===== src/rtl/dsc_pkg.sv =====
package dsc_pkg;
    typedef enum logic [1:0] {
        ST_IDLE  = 2'd0,
        ST_INTEG = 2'd1,
        ST_DEINT = 2'd2
    } seq_state_t;

    localparam logic [1:0] MODE_SLOW = 2'b00;
    localparam logic [1:0] MODE_FAST = 2'b01;
    localparam logic [1:0] MODE_HOLD = 2'b10;

    localparam logic [3:0] BCD_MINUS = 4'b1010;
    localparam logic [3:0] BCD_OVER  = 4'b1011;
endpackage


===== src/rtl/dsc_seq.sv =====
module dsc_seq
    import dsc_pkg::*;
#(
    parameter int INT_TICKS = 1000,
    parameter int MAX_CNT   = 1999,
    parameter int FAST_GAP  = 100,
    parameter int SLOW_GAP  = 4000,
    localparam int CNT_W    = $clog2(MAX_CNT + 1),
    localparam int INT_W    = $clog2(INT_TICKS + 1),
    localparam int GAP_MAX  = (FAST_GAP > SLOW_GAP) ? FAST_GAP : SLOW_GAP,
    localparam int GAP_W    = $clog2(GAP_MAX + 1)
) (
    input  logic             clk,
    input  logic             rst_n,
    input  logic             tick,
    input  logic [1:0]       mode,
    input  logic             cmp_trip,
    input  logic             sign_neg,
    output logic             sw_int,
    output logic             sw_ref,
    output logic             done,
    output logic             res_tmo,
    output logic             res_neg,
    output logic [CNT_W-1:0] res_cnt
);
    seq_state_t       state_q, state_d;
    logic [GAP_W-1:0] gap_q, gap_lim;
    logic [INT_W-1:0] int_q;
    logic [CNT_W-1:0] cnt_q;
    logic             neg_q, lock_q, fast;

    assign fast    = (mode == MODE_FAST) && !lock_q;
    assign gap_lim = fast ? GAP_W'(FAST_GAP - 1) : GAP_W'(SLOW_GAP - 1);

    always_comb begin
        state_d = state_q;
        unique case (state_q)
            ST_IDLE:  if (tick && gap_q >= gap_lim) state_d = ST_INTEG;
            ST_INTEG: if (tick && int_q == INT_W'(INT_TICKS - 1)) state_d = ST_DEINT;
            ST_DEINT: if (cmp_trip || (tick && cnt_q == CNT_W'(MAX_CNT))) state_d = ST_IDLE;
            default:  state_d = ST_IDLE;
        endcase
    end

    always_ff @(posedge clk or negedge rst_n) begin
        if (!rst_n) begin
            state_q <= ST_IDLE;
            gap_q   <= '0;
            int_q   <= '0;
            cnt_q   <= '0;
            neg_q   <= 1'b0;
            lock_q  <= 1'b0;
        end else begin
            state_q <= state_d;
            lock_q  <= lock_q | (mode == MODE_HOLD);
            unique case (state_q)
                ST_IDLE: if (tick) begin
                    if (state_d == ST_INTEG) begin
                        gap_q <= '0;
                        int_q <= '0;
                        neg_q <= sign_neg;
                    end else begin
                        gap_q <= gap_q + 1'b1;
                    end
                end
                ST_INTEG: if (tick) begin
                    if (state_d == ST_DEINT) begin
                        int_q <= '0;
                        cnt_q <= '0;
                    end else begin
                        int_q <= int_q + 1'b1;
                    end
                end
                ST_DEINT: begin
                    if (state_d == ST_IDLE) gap_q <= '0;
                    else if (tick)          cnt_q <= cnt_q + 1'b1;
                end
                default: ;
            endcase
        end
    end

    always_comb begin
        sw_int  = (state_q == ST_INTEG);
        sw_ref  = (state_q == ST_DEINT);
        done    = (state_q == ST_DEINT) && (state_d == ST_IDLE);
        res_tmo = !cmp_trip;
        res_neg = neg_q;
        res_cnt = cnt_q;
    end

    AST_SW_EXCL: assert property (@(posedge clk) disable iff (!rst_n)
        !(sw_int && sw_ref));
    AST_DEINT_AFTER_INTEG: assert property (@(posedge clk) disable iff (!rst_n)
        $rose(sw_ref) |-> $past(sw_int));
    AST_CNT_CEILING: assert property (@(posedge clk) disable iff (!rst_n)
        cnt_q <= CNT_W'(MAX_CNT));
    AST_LOCK_STICKY: assert property (@(posedge clk) disable iff (!rst_n)
        lock_q |=> lock_q);
    AST_SIGN_STABLE: assert property (@(posedge clk) disable iff (!rst_n)
        (state_q == ST_DEINT) |=> $stable(neg_q));
endmodule


===== src/rtl/dsc_fmt.sv =====
module dsc_fmt
    import dsc_pkg::*;
#(
    parameter int CNT_W = 11
) (
    input  logic [CNT_W-1:0] cnt,
    input  logic             neg,
    input  logic             tmo,
    output logic [11:0]      digits
);
    int unsigned cv;

    always_comb begin
        cv = 32'(cnt);
        if (tmo || (!neg && cv > 999))
            digits = {BCD_OVER, BCD_OVER, BCD_OVER};
        else if (neg && cv > 99)
            digits = {BCD_MINUS, BCD_MINUS, BCD_MINUS};
        else if (neg)
            digits = {BCD_MINUS, 4'((cv / 10) % 10), 4'(cv % 10)};
        else
            digits = {4'((cv / 100) % 10), 4'((cv / 10) % 10), 4'(cv % 10)};
    end
endmodule


===== src/rtl/dsc_scan.sv =====
module dsc_scan (
    input  logic        clk,
    input  logic        rst_n,
    input  logic        tick,
    input  logic [11:0] disp,
    output logic [2:0]  dig_sel,
    output logic [3:0]  bcd
);
    logic [2:0] sel_q;

    always_ff @(posedge clk or negedge rst_n) begin
        if (!rst_n)    sel_q <= 3'b100;
        else if (tick) sel_q <= {sel_q[0], sel_q[2:1]};
    end

    always_comb begin
        dig_sel = sel_q;
        if (sel_q[2])      bcd = disp[11:8];
        else if (sel_q[1]) bcd = disp[7:4];
        else               bcd = disp[3:0];
    end

    AST_SEL_ONEHOT: assert property (@(posedge clk) disable iff (!rst_n)
        $countones(dig_sel) == 1);
    AST_SEL_STEP: assert property (@(posedge clk) disable iff (!rst_n)
        !tick |=> $stable(dig_sel));
endmodule


===== src/rtl/dual_slope_seq.sv =====
module dual_slope_seq
    import dsc_pkg::*;
#(
    parameter int INT_TICKS = 1000,
    parameter int MAX_CNT   = 1999,
    parameter int FAST_GAP  = 100,
    parameter int SLOW_GAP  = 4000,
    localparam int CNT_W    = $clog2(MAX_CNT + 1)
) (
    input  logic       clk,
    input  logic       rst_n,
    input  logic       tick,
    input  logic [1:0] mode,
    input  logic       cmp_trip,
    input  logic       sign_neg,
    output logic       sw_int,
    output logic       sw_ref,
    output logic [2:0] dig_sel,
    output logic [3:0] bcd
);
    logic             done, res_tmo, res_neg;
    logic [CNT_W-1:0] res_cnt;
    logic [11:0]      fmt_digits, disp_q;

    dsc_seq #(
        .INT_TICKS(INT_TICKS), .MAX_CNT(MAX_CNT),
        .FAST_GAP(FAST_GAP), .SLOW_GAP(SLOW_GAP)
    ) u_seq (
        .clk(clk), .rst_n(rst_n), .tick(tick), .mode(mode),
        .cmp_trip(cmp_trip), .sign_neg(sign_neg),
        .sw_int(sw_int), .sw_ref(sw_ref), .done(done),
        .res_tmo(res_tmo), .res_neg(res_neg), .res_cnt(res_cnt)
    );

    dsc_fmt #(.CNT_W(CNT_W)) u_fmt (
        .cnt(res_cnt), .neg(res_neg), .tmo(res_tmo), .digits(fmt_digits)
    );

    always_ff @(posedge clk or negedge rst_n) begin
        if (!rst_n)                          disp_q <= '0;
        else if (done && mode != MODE_HOLD)  disp_q <= fmt_digits;
    end

    dsc_scan u_scan (
        .clk(clk), .rst_n(rst_n), .tick(tick), .disp(disp_q),
        .dig_sel(dig_sel), .bcd(bcd)
    );

    AST_HOLD_FREEZE: assert property (@(posedge clk) disable iff (!rst_n)
        (mode == MODE_HOLD) |=> $stable(disp_q));
    AST_DISP_ONLY_AT_END: assert property (@(posedge clk) disable iff (!rst_n)
        !done |=> $stable(disp_q));
endmodule


===== config.mk =====
export PLATFORM = sky130hd
export DESIGN_NAME = dual_slope_seq
export DESIGN_NICKNAME = d
export VERILOG_FILES = /design/src/rtl/dsc_pkg.sv /design/src/rtl/dsc_seq.sv /design/src/rtl/dsc_fmt.sv /design/src/rtl/dsc_scan.sv /design/src/rtl/dual_slope_seq.sv
export SDC_FILE = /design/constraint.sdc
export NUM_CORES = 1
export LEC_CHECK = 0
export ABC_AREA = 0
export CAP_MARGIN = 20
export CORE_MARGIN = 4
export CORE_UTILIZATION = 63
export DETAILED_ROUTE_END_ITERATION = 10
export GPL_TIMING_DRIVEN = 0
export PLACE_DENSITY = 0.81
export SYNTH_ARGS = -nofsm -noshare
export SYNTH_HDL_FRONTEND = slang
export SYNTH_SLANG_ARGS = --single-unit

===== constraint.sdc =====
create_clock -name clk -period 5.41 [get_ports clk]
set_input_delay 0.541 -clock clk [delete_from_list [all_inputs] [get_ports clk]]
set_output_delay 0.541 -clock clk [all_outputs]
set_load 0.005 [all_outputs]

* After elaboration in Yosys (flattened, before gate mapping) *
Cells that the tools add are included.
Widths: inputs -> output; s select.

word-level totals
  logic and storage cells = 82
  bits in registers = 52
  bits in latches = 0
  memory bits (read-only) = 0
  output and inout bits = 9
  memories = 0
  bits of input ports = 7
  memory bits (writable) = 0

operators by class
  div/mod/pow operators = 5
  bitwise operators = 1
  equality and inequality tests = 16
  add/subtract/negate cells = 3
  $lt $le $gt $ge = 3
  multiplexer cells = 24
  $mul = 0
  reduce and logical (&&, ||, !) cells = 22
  shift operators = 0

operators by type and width
  operator               count
  $mux 12                7
  $mod 32x4->32 const B  2
  $mux 11                4
  $mux 10                4
  $div 11x4->32 const B  1
  $div 11x7->32 const B  1
  $mod 11x4->32 const B  1
  $pmux 12 s2            1
  $pmux 11 s2            1
  $pmux 10 s2            1
  $add 12x1->12 const B  1
  $ge 12x12->1           1
  $add 11x1->11 const B  1
  $eq 11x11->1 const B   1
  $gt 11x10->1 const B   1
  $gt 11x7->1 const B    1
  $add 10x1->10 const B  1
  $eq 10x10->1 const B   1
  $ne 2x2->1 const B     5
  $logic_and 1x1->1      8
  $mux 4                 2
  $eq 2x1->1 const B     3
  $eq 2x2->1 const B     3
  $mux 2                 3
  other kinds (10)       19

* Depth between registers and ports, before layout *
Gate-level depths: netlist (run 1).

  word-level depth = 11
  mapped depth = 24
  mapped depth without buffers = 23

* Modules after synthesis *
Synthesis (run 1) repeated with hierarchy kept, for this count alone.

second synthesis, totals
  cell total of the unflattened synthesis = 810
  area, all modules = 6145.9 µm²

modules (own cells, without submodules)
  module          area an instance (µm²)  times used  cells an instance  seq. area each (µm²)
  dsc_fmt         3367.0                  1           530                0.0
  dsc_seq         2112.0                  1           233                925.9
  dual_slope_seq  459.2                   1           27                 300.3
  dsc_scan        207.7                   1           20                 76.3

* Worst setup path before layout (run 1) *
Ideal clock, no wire load.

  path type = reg2reg
  from = register u_seq.cnt_q[9] (netlist: u_seq.res_cnt[9])
  to = register disp_q[7]
  stages on the path, launching flop included = 23
  data arrival time = 4.779 ns
  library setup time = 0.126 ns
  path slack = 0.504 ns
  buffers on the path = 2
  data required time = 5.284 ns
  period minus slack after synthesis = 4.906 ns
  path through = dfrtp_1 -> buf_4 -> nor2_2 -> inv_2 -> ha_1 -> nand2b_1 -> o21ai_1 -> nand2b_4 -> a2111o_1 -> and3_1 -> buf_6 -> o211a_4 -> a22oi_2 -> mux2i_1 -> a21o_1 -> nor4_1 -> or3_4 -> or3_4 -> inv_4 -> ha_1 -> nor3_1 -> a211oi_1 -> a21oi_1

on the way
  cells in the longest elaborated chain, start to end = 8
  elaborated cells on any way between the ends = 18
  those cells by class = 2 x div; 2 x order compare; 1 x eq/ne; 5 x mux; 8 x reduce/logical

RTL lines
  what                                                                   RTL line              text
  start, declared                                                        dsc_seq.sv:29         logic [CNT_W-1:0] cnt_q;
  start signal, assigned                                                 dsc_seq.sv:76         else if (tick) cnt_q <= cnt_q + 1'b1;
  parallel branches: the longest is 8 deep, another holds $div 11x4->32  n/a
  end signal, assigned                                                   dual_slope_seq.sv:41  else if (done && mode != MODE_HOLD) disp_q <= fmt_digits;
  end, declared                                                          dual_slope_seq.sv:23  logic [11:0] fmt_digits, disp_q;

Parallel ways; which one is timed is not known.
A chain may end at the register's enable or synchronous reset.

* Worst setup path after layout (run 1) *
  from = register u_seq.cnt_q[9] (netlist: u_seq.res_cnt[9])
  to = register disp_q[2]

on the way
  cells in the longest elaborated chain, start to end = 8
  elaborated cells on any way between the ends = 17
  those cells by class = 1 x div; 2 x order compare; 1 x eq/ne; 5 x mux; 8 x reduce/logical

RTL lines
  what
  parallel branches: the longest is 8 deep, another holds $mod 11x4->32

Parallel ways; which one is timed is not known.

==> flow_metrics.env, run 1 <==
export IMPL_grt_pass1_vias=6233
export IMPL_h_tree_depth=2
export IMPL_drive_above_1_share_pct=15.1
export IMPL_cts_path_max_buffers=2
export IMPL_synthArstFlopShare_pct=100
export IMPL_startpoint="u_seq.res_cnt[9]"
export IMPL_cts_buffers=5
export IMPL_grt_util_met3_pct=3.52
export IMPL_netlist_area_leader_share_pct=21.0
export IMPL_ant_nets=0
export IMPL_worst_pin_slew_ns=0.922
export IMPL_place_hpwl_um=13400
export IMPL_synth_edf_count=0
export IMPL_nets=882
export IMPL_gr_usage_met2_pct=51.3
export IMPL_ys_flop_type="dfrtp_1"
export IMPL_track_usage_pct=31.3
export IMPL_reg2reg_slack_ns=0.14
export IMPL_rsz0062_at_grt="true"
export IMPL_syn2layout_area_growth_pct=12.2
export IMPL_cts_hold_buf=0
export IMPL_maxCapViolCount=0
export IMPL_cts_tree="built"
export IMPL_p_per_area_nw_per_um2=135
export IMPL_synth_seq_cells=52
export IMPL_fin_crit_sh_pct=97.4
export IMPL_die_area_um2=11300
export IMPL_grt_busiest_layer="met2"
export IMPL_antenna_cells=0
export IMPL_dieWidth_um=106
export IMPL_io_buffers=14
export IMPL_hold_viol_final=0
export IMPL_irDropWorstVdd_uv=177
export IMPL_die_h_um=106
export IMPL_synth_warnings=0
export IMPL_cts_root_buffer_cell="clkbuf_8"
export IMPL_synth_area_per_cell_um2=7.46
export IMPL_cts_sinks=52
export IMPL_via_per_inst=6.91
export IMPL_post_route_util_pct=73.3
export IMPL_seq_area_frac_synth_pct=21.4
export IMPL_yosys_area_share_simple_pct=26.8
export IMPL_fmax_ghz=0.190
export IMPL_rr_startpoint="u_seq.res_cnt[9]"
export IMPL_grt_max_degree=42
export IMPL_row_count=35
export IMPL_synthAdderAreaFrac_pct=5.59
export IMPL_critPathArrivalTime_ns=5.48
export IMPL_syn_nets=848
export IMPL_critPathKind="reg -> reg"
export IMPL_synthTopCellsByArea="dfrtp_1, o21ai_0, a21oi_1, ha_1, nand2_1"
export IMPL_syn_instance_count=817
export IMPL_wl_per_cell_um=18.6
export IMPL_coreArea_um2=9330
export IMPL_drc_errors=0
export IMPL_num_fill_cells=768
export IMPL_cp_required_ns=5.62
export IMPL_slew_headroom_pct=38.1
export IMPL_finClkSkew_ns=0.0199
export IMPL_grt_overflow=0
export IMPL_first_iter_violations=882
export IMPL_cp_end_kind="register"
export IMPL_yosys_area_top_type="dfrtp_1"
export IMPL_layout_min_cycle_time_ns=5.27
export IMPL_slew_violations=0
export IMPL_leakage_nw=2.84
export IMPL_clk_pin_slew_worst_paths_ns=0.11
export IMPL_worstHoldPathType="in -> async"
export IMPL_synth_most_common_cell="nand2_1"
export IMPL_synth_cell_types=101
export IMPL_initial_core_util_pct=65.3
export IMPL_grt_pass1_wl_um=29600
export IMPL_status="completed"
export IMPL_drt_pre_antenna_iters=8
export IMPL_power_uw=925
export IMPL_synth_top_family_by_area="compound AO/OA/AOI/OAI gates"
export IMPL_design_portCount=16
export IMPL_grtUsageMet1_pct=41.2
export IMPL_dr_total_vias=6783
export IMPL_cp_max_fo=8
export IMPL_syn_cell_area_um2=6090
export IMPL_antenna_found_initial=0
export IMPL_synth_compound_area_share_pct=35.5
export IMPL_finalWirelength_um=18200
export IMPL_synth_xor_area_share_pct=2.16
export IMPL_place_congestion=1.02
export IMPL_setup_viol=0
export IMPL_worst_setup_path_start_kind="register"
export IMPL_synthMuxAreaShare_pct=2.92
export IMPL_holdWs_ns=0.103
export IMPL_clk_latency_ns=0.32
export IMPL_synth_commonest_cells="nand2_1, o21ai_0, nor2_1, a21oi_1, dfrtp_1"
## cell families after synthesis
kind of cell | after synthesis
AND/OR/NAND/NOR | 321
AO/OA/AOI/OAI | 308
buffers and inverters | 76
flip-flops | 52
adder cells (fa/ha/maj) | 28
multiplexers | 17
XOR/XNOR | 15
## where the power goes
group	internal [mW]	leakage [nW]	switching, mW	total [mW]
clock network	0.0930	0.0485	0.137	0.230
logic	0.0992	2.13	0.144	0.243
registers	0.420	0.666	0.0315	0.452
## placed cells by master, fill, tap and decap left out, types with 6 or more instances in the layout
cell type        Yosys  final
mux2i_1             11     10
clkbuf_1            24     23
o31ai_1             13     13
a211oi_1             8      6
xnor2_1             12     11
or3_1               15     14
nor3_1              29     24
a21oi_1             61     57
nor2_1              74     71
nand2_1             79     75
ha_1                24     23
o21ai_1              6      8
o211ai_1            11     11
mux2_2               6      6
a31oi_1              9      9
o22ai_1             13     13
inv_1               27     27
and3_1              19     18
nor2b_1              6      6
buf_2                8      9
nand2b_1            21     20
a211o_1              6      6
clkdlybuf4s50_1      0     13
a21o_1              16     15
nand4_1             11     11
a21oi_2              3      6
o21ai_0             78     74
dfrtp_1             51     51
nor4_1               6      6
nand3_1             24     23
buf_4                2     14
## final cells by class
class	instances	area, µm²	area share, %
Clock buffer	5	68.8	1.01
Buffer	42	220	3.22
Inverter	34	133	1.94
Tap cell	129	161	2.36
Timing Repair Buffer	27	245	3.59
Multi-Input combinational cell	689	4680	68.5
Clock inverter	3	22.5	0.329
Sequential cell	52	1300	19.1
## path summary, 6_finish.rpt
check                                          to  cells past startpoint
worst max-delay path                    disp_q[2]                     21
worst min-delay path               u_seq.gap_q[7]                      1
worst max register to register          disp_q[2]                     21
worst min register to register       u_seq.lock_q                      1
max in group asynchronous       u_scan.dig_sel[2]                      2
min in group clk                     u_seq.lock_q                      1
## repair_timing
item                                    4_1_cts  5_1_grt
endpoints found under the hold margin         0        0
pin swaps                                     2        9
resized for setup                            10       48
endpoints found under the setup margin        7        9
setup buffers                                 4        8
## through the flow
step / setup TNS (ns) / cell area (µm²) / setup slack, ns / cells
4_1_cts: -0.0328 / 6570 / -0.0328 / 973
3_5_place_dp: -1.58 / 6410 / -0.286 / 961
3_3_place_gp: -0.836 / 6390 / -0.154 / 960
5_1_grt: -0.311 / 6840 / -0.0740 / 981
6_report: 0 / 6840 / 0.142 / 981
2_1_floorplan: 0 / 6090 / 0.504 / 817
## critical path, stage by stage (launching register included)
cell and delay [ns]:
dfrtp_1 0.37, buf_4 0.17, nor2_4 0.17, inv_4 0.10, ha_2 0.29, nand3b_2 0.28, mux2i_1 0.16, o221a_1 0.32
or3_4 0.44, a22oi_2 0.29, buf_4 0.19, xnor2_1 0.31, maj3_1 0.30, nor3_1 0.05, a221oi_1 0.27, a21oi_1 0.16
o32a_1 0.38, a2111oi_2 0.21, nand4_1 0.14, buf_4 0.19, a2111oi_2 0.28, nor3_1 0.09
## flip-flops by register name, summed over array words and instances, names as in the netlist
name / cells
u_seq.int_q: 10
u_seq.lock_q: 1
u_seq.res_neg: 1
u_seq.gap_q: 12
u_seq.state_q: 2
u_scan.dig_sel: 3
u_seq.res_cnt: 11
disp_q: 12
## layer usage
layer | share of wire [%] | routed length [µm]
met4 | 3.7 | 677
met5 | 0 | 0
met3 | 7.9 | 1430
met1 | 41 | 7520
met2 | 47 | 8610
Note: power is estimated with default switching activity, not from simulation.
==> inputs of run 2 (changes only) <==
--- a/config.mk
+++ b/config.mk
@@ -11,6 +11,7 @@
 export CORE_UTILIZATION = 63
 export DETAILED_ROUTE_END_ITERATION = 10
 export GPL_TIMING_DRIVEN = 0
+export MAX_ROUTING_LAYER = met4
 export PLACE_DENSITY = 0.81
 export SYNTH_ARGS = -nofsm -noshare
 export SYNTH_HDL_FRONTEND = slang
==> run 2 against run 1 <==
  * Non-clock buffer count shrank 1
  * Clock skew is 0.0065 ns lower
  * Die area unchanged
  * Fmax is 0.64% higher
  * Clock power rose by 2%
  * Core utilization shrank 0.38 points
  * Sequential share of layout area is 0.098 points higher
==> flow_metrics.env, run 2 (synthesis gave the netlist of run 1 again) <==
export IMPL_syn2layout_area_growth_pct=11.6
export IMPL_dieWidth_um=106
export IMPL_reg2reg_depth=20
export IMPL_critPathArrivalTime_ns=5.44
export IMPL_hold_viol_final=0
export IMPL_h_tree_depth=2
export IMPL_layout_setup_ws_ns=0.175
export IMPL_cp_max_fo=9
export IMPL_crit_chain="buf_6 > nor2_4 > inv_4 > ha_4 > nand3b_2 > mux2i_1 > o221a_1 > or3_4 > a211oi_4 > a311oi_4 > a311oi_1 > o32a_2 > a21o_4 > nor4_1 > or3_4 > or3_4 > inv_4 > ha_2 > a21oi_2 > a221o_1"
export IMPL_grt_pass1_wl_um=30500
export IMPL_reg2reg_to="disp_q[6]"
export IMPL_num_fill_cells=773
export IMPL_grt_overflow=0
export IMPL_setup_tns_ns=0
export IMPL_die_area_um2=11300
export IMPL_slew_violations=0
export IMPL_cp_end_kind="register"
export IMPL_cts_path_max_buffers=2
export IMPL_fmax_ghz=0.191
export IMPL_p_per_area_nw_per_um2=138
export IMPL_critPathMaxStageDelay_ns=0.45
export IMPL_via_per_inst=7.00
export IMPL_power_uw=935
export IMPL_layout_commonest_cell="o21ai_0"
export IMPL_regArea_um2=1300
export IMPL_maxCapViolCount=0
export IMPL_crit_family="compound AO/OA/AOI/OAI gates"
export IMPL_crit_top_cell="or3_4"
export IMPL_finalWirelength_um=18600
export IMPL_worstHoldPathType="in -> async"
export IMPL_design_portCount=16
export IMPL_irDropWorstVdd_uv=222
export IMPL_dp_slack_ns=-0.286
export IMPL_clk_pin_slew_worst_paths_ns=0.11
export IMPL_multi_input_area_um2=4650
export IMPL_track_usage_pct=33.0
export IMPL_rr_startpoint="u_seq.res_cnt[8]"
export IMPL_final_cell_mix="o21ai_0, nand2_1, nor2_1"
export IMPL_cts_buffers=5
export IMPL_fin_area_um2=6800
export IMPL_holdWs_ns=0.105
export IMPL_worst_pin_slew_ns=0.827
export IMPL_grt_max_degree=42
export IMPL_coreArea_um2=9330
export IMPL_cp_required_ns=5.62
export IMPL_place_area_um2=6410
export IMPL_finClkSkew_ns=0.0134
export IMPL_cts_tree="built"
export IMPL_clk_latency_ns=0.31
export IMPL_die_h_um=106
export IMPL_place_inst=961
export IMPL_post_route_util_pct=72.9
export IMPL_antenna_found_initial=0
export IMPL_cts_root_buffer_cell="clkbuf_8"
export IMPL_slowest_stage="or3_4"
export IMPL_leakage_nw=2.81
export IMPL_place_congestion=1.04
export IMPL_fin_crit_sh_pct=96.8
export IMPL_dr_total_vias=6858
export IMPL_setup_viol=0
export IMPL_nets=881
export IMPL_cts_sinks=52
export IMPL_drt_pre_antenna_iters=8
export IMPL_grt_pass1_vias=6465
export IMPL_first_iter_violations=814
export IMPL_row_count=35
export IMPL_critPathKind="reg -> reg"
export IMPL_wl_per_cell_um=18.9
export IMPL_layout_min_cycle_time_ns=5.23
export IMPL_place_hpwl_um=13800
export IMPL_worst_setup_path_start_kind="register"
export IMPL_slew_headroom_pct=44.5
export IMPL_antenna_cells=0
export IMPL_drc_errors=0
export IMPL_reg2reg_slack_ns=0.18
export IMPL_cp_num_buf_inv=3
export IMPL_io_buffers=14
export IMPL_initial_core_util_pct=65.3
export IMPL_status="completed"
export IMPL_drive_above_1_share_pct=14.1
export IMPL_instances_no_fill=980
export IMPL_ant_nets=0
## run 2: changes by cell type in the layout (fill, tap and decap cells not counted), sizes merged
cell    delta
buf        +1
clkbuf     -2
## run 2: report_power, final
part           total, mW  internal [mW]  switching (mW)
Sequential         0.453          0.420          0.0330
Combinational      0.247          0.100           0.147
Clock              0.235         0.0946           0.141
## run 2: layout make-up
type / instances / area share, %
plain buffers: 42 / 3.18
clock inverters: 3 / 0.386
repair buffers: 26 / 3.50
well taps: 129 / 2.37
flip-flops and latches: 52 / 19.2
clock buffers: 5 / 1.01
inverters: 34 / 1.95
multi-input cells: 689 / 68.4
## run 2: per-layer routing
metal | global-route usage (%) | wire, µm
met1 | 41.3 | 7640
met3 | 2.19 | 1290
met4 | 11.6 | 599
met2 | 56.4 | 9030
met5 | - | 0
## run 2: how the worst max path moves through the flow
stage	cells after the start	to	from	slack, ns
after floorplan	22	disp_q[7]	u_seq.res_cnt[9]	0.50
after global placement	19	disp_q[2]	u_seq.res_cnt[9]	-0.15
after detailed placement	23	disp_q[6]	u_seq.res_cnt[9]	-0.29
after CTS	24	disp_q[7]	u_seq.res_cnt[9]	0.06
after global routing	23	disp_q[6]	u_seq.res_cnt[9]	-0.03
final	20	disp_q[6]	u_seq.res_cnt[8]	0.18
## run 2: what timing repair did
action	4_1_cts	5_1_grt
endpoints found under the hold margin	0	0
hold buffers	0	0
pin swaps	5	11
resized for setup	13	32
endpoints found under the setup margin	7	8
buffers inserted	6	5
==> inputs of run 3 (changes only) <==
--- a/config.mk
+++ b/config.mk
@@ -6,6 +6,7 @@
 export NUM_CORES = 1
 export LEC_CHECK = 0
 export ABC_AREA = 0
+export ABC_CLOCK_PERIOD_IN_PS = 5410
 export CAP_MARGIN = 20
 export CORE_MARGIN = 4
 export CORE_UTILIZATION = 63
==> results of run 3 <==
Same layout as run 2: the final DEF is identical, and so are final timing and power.
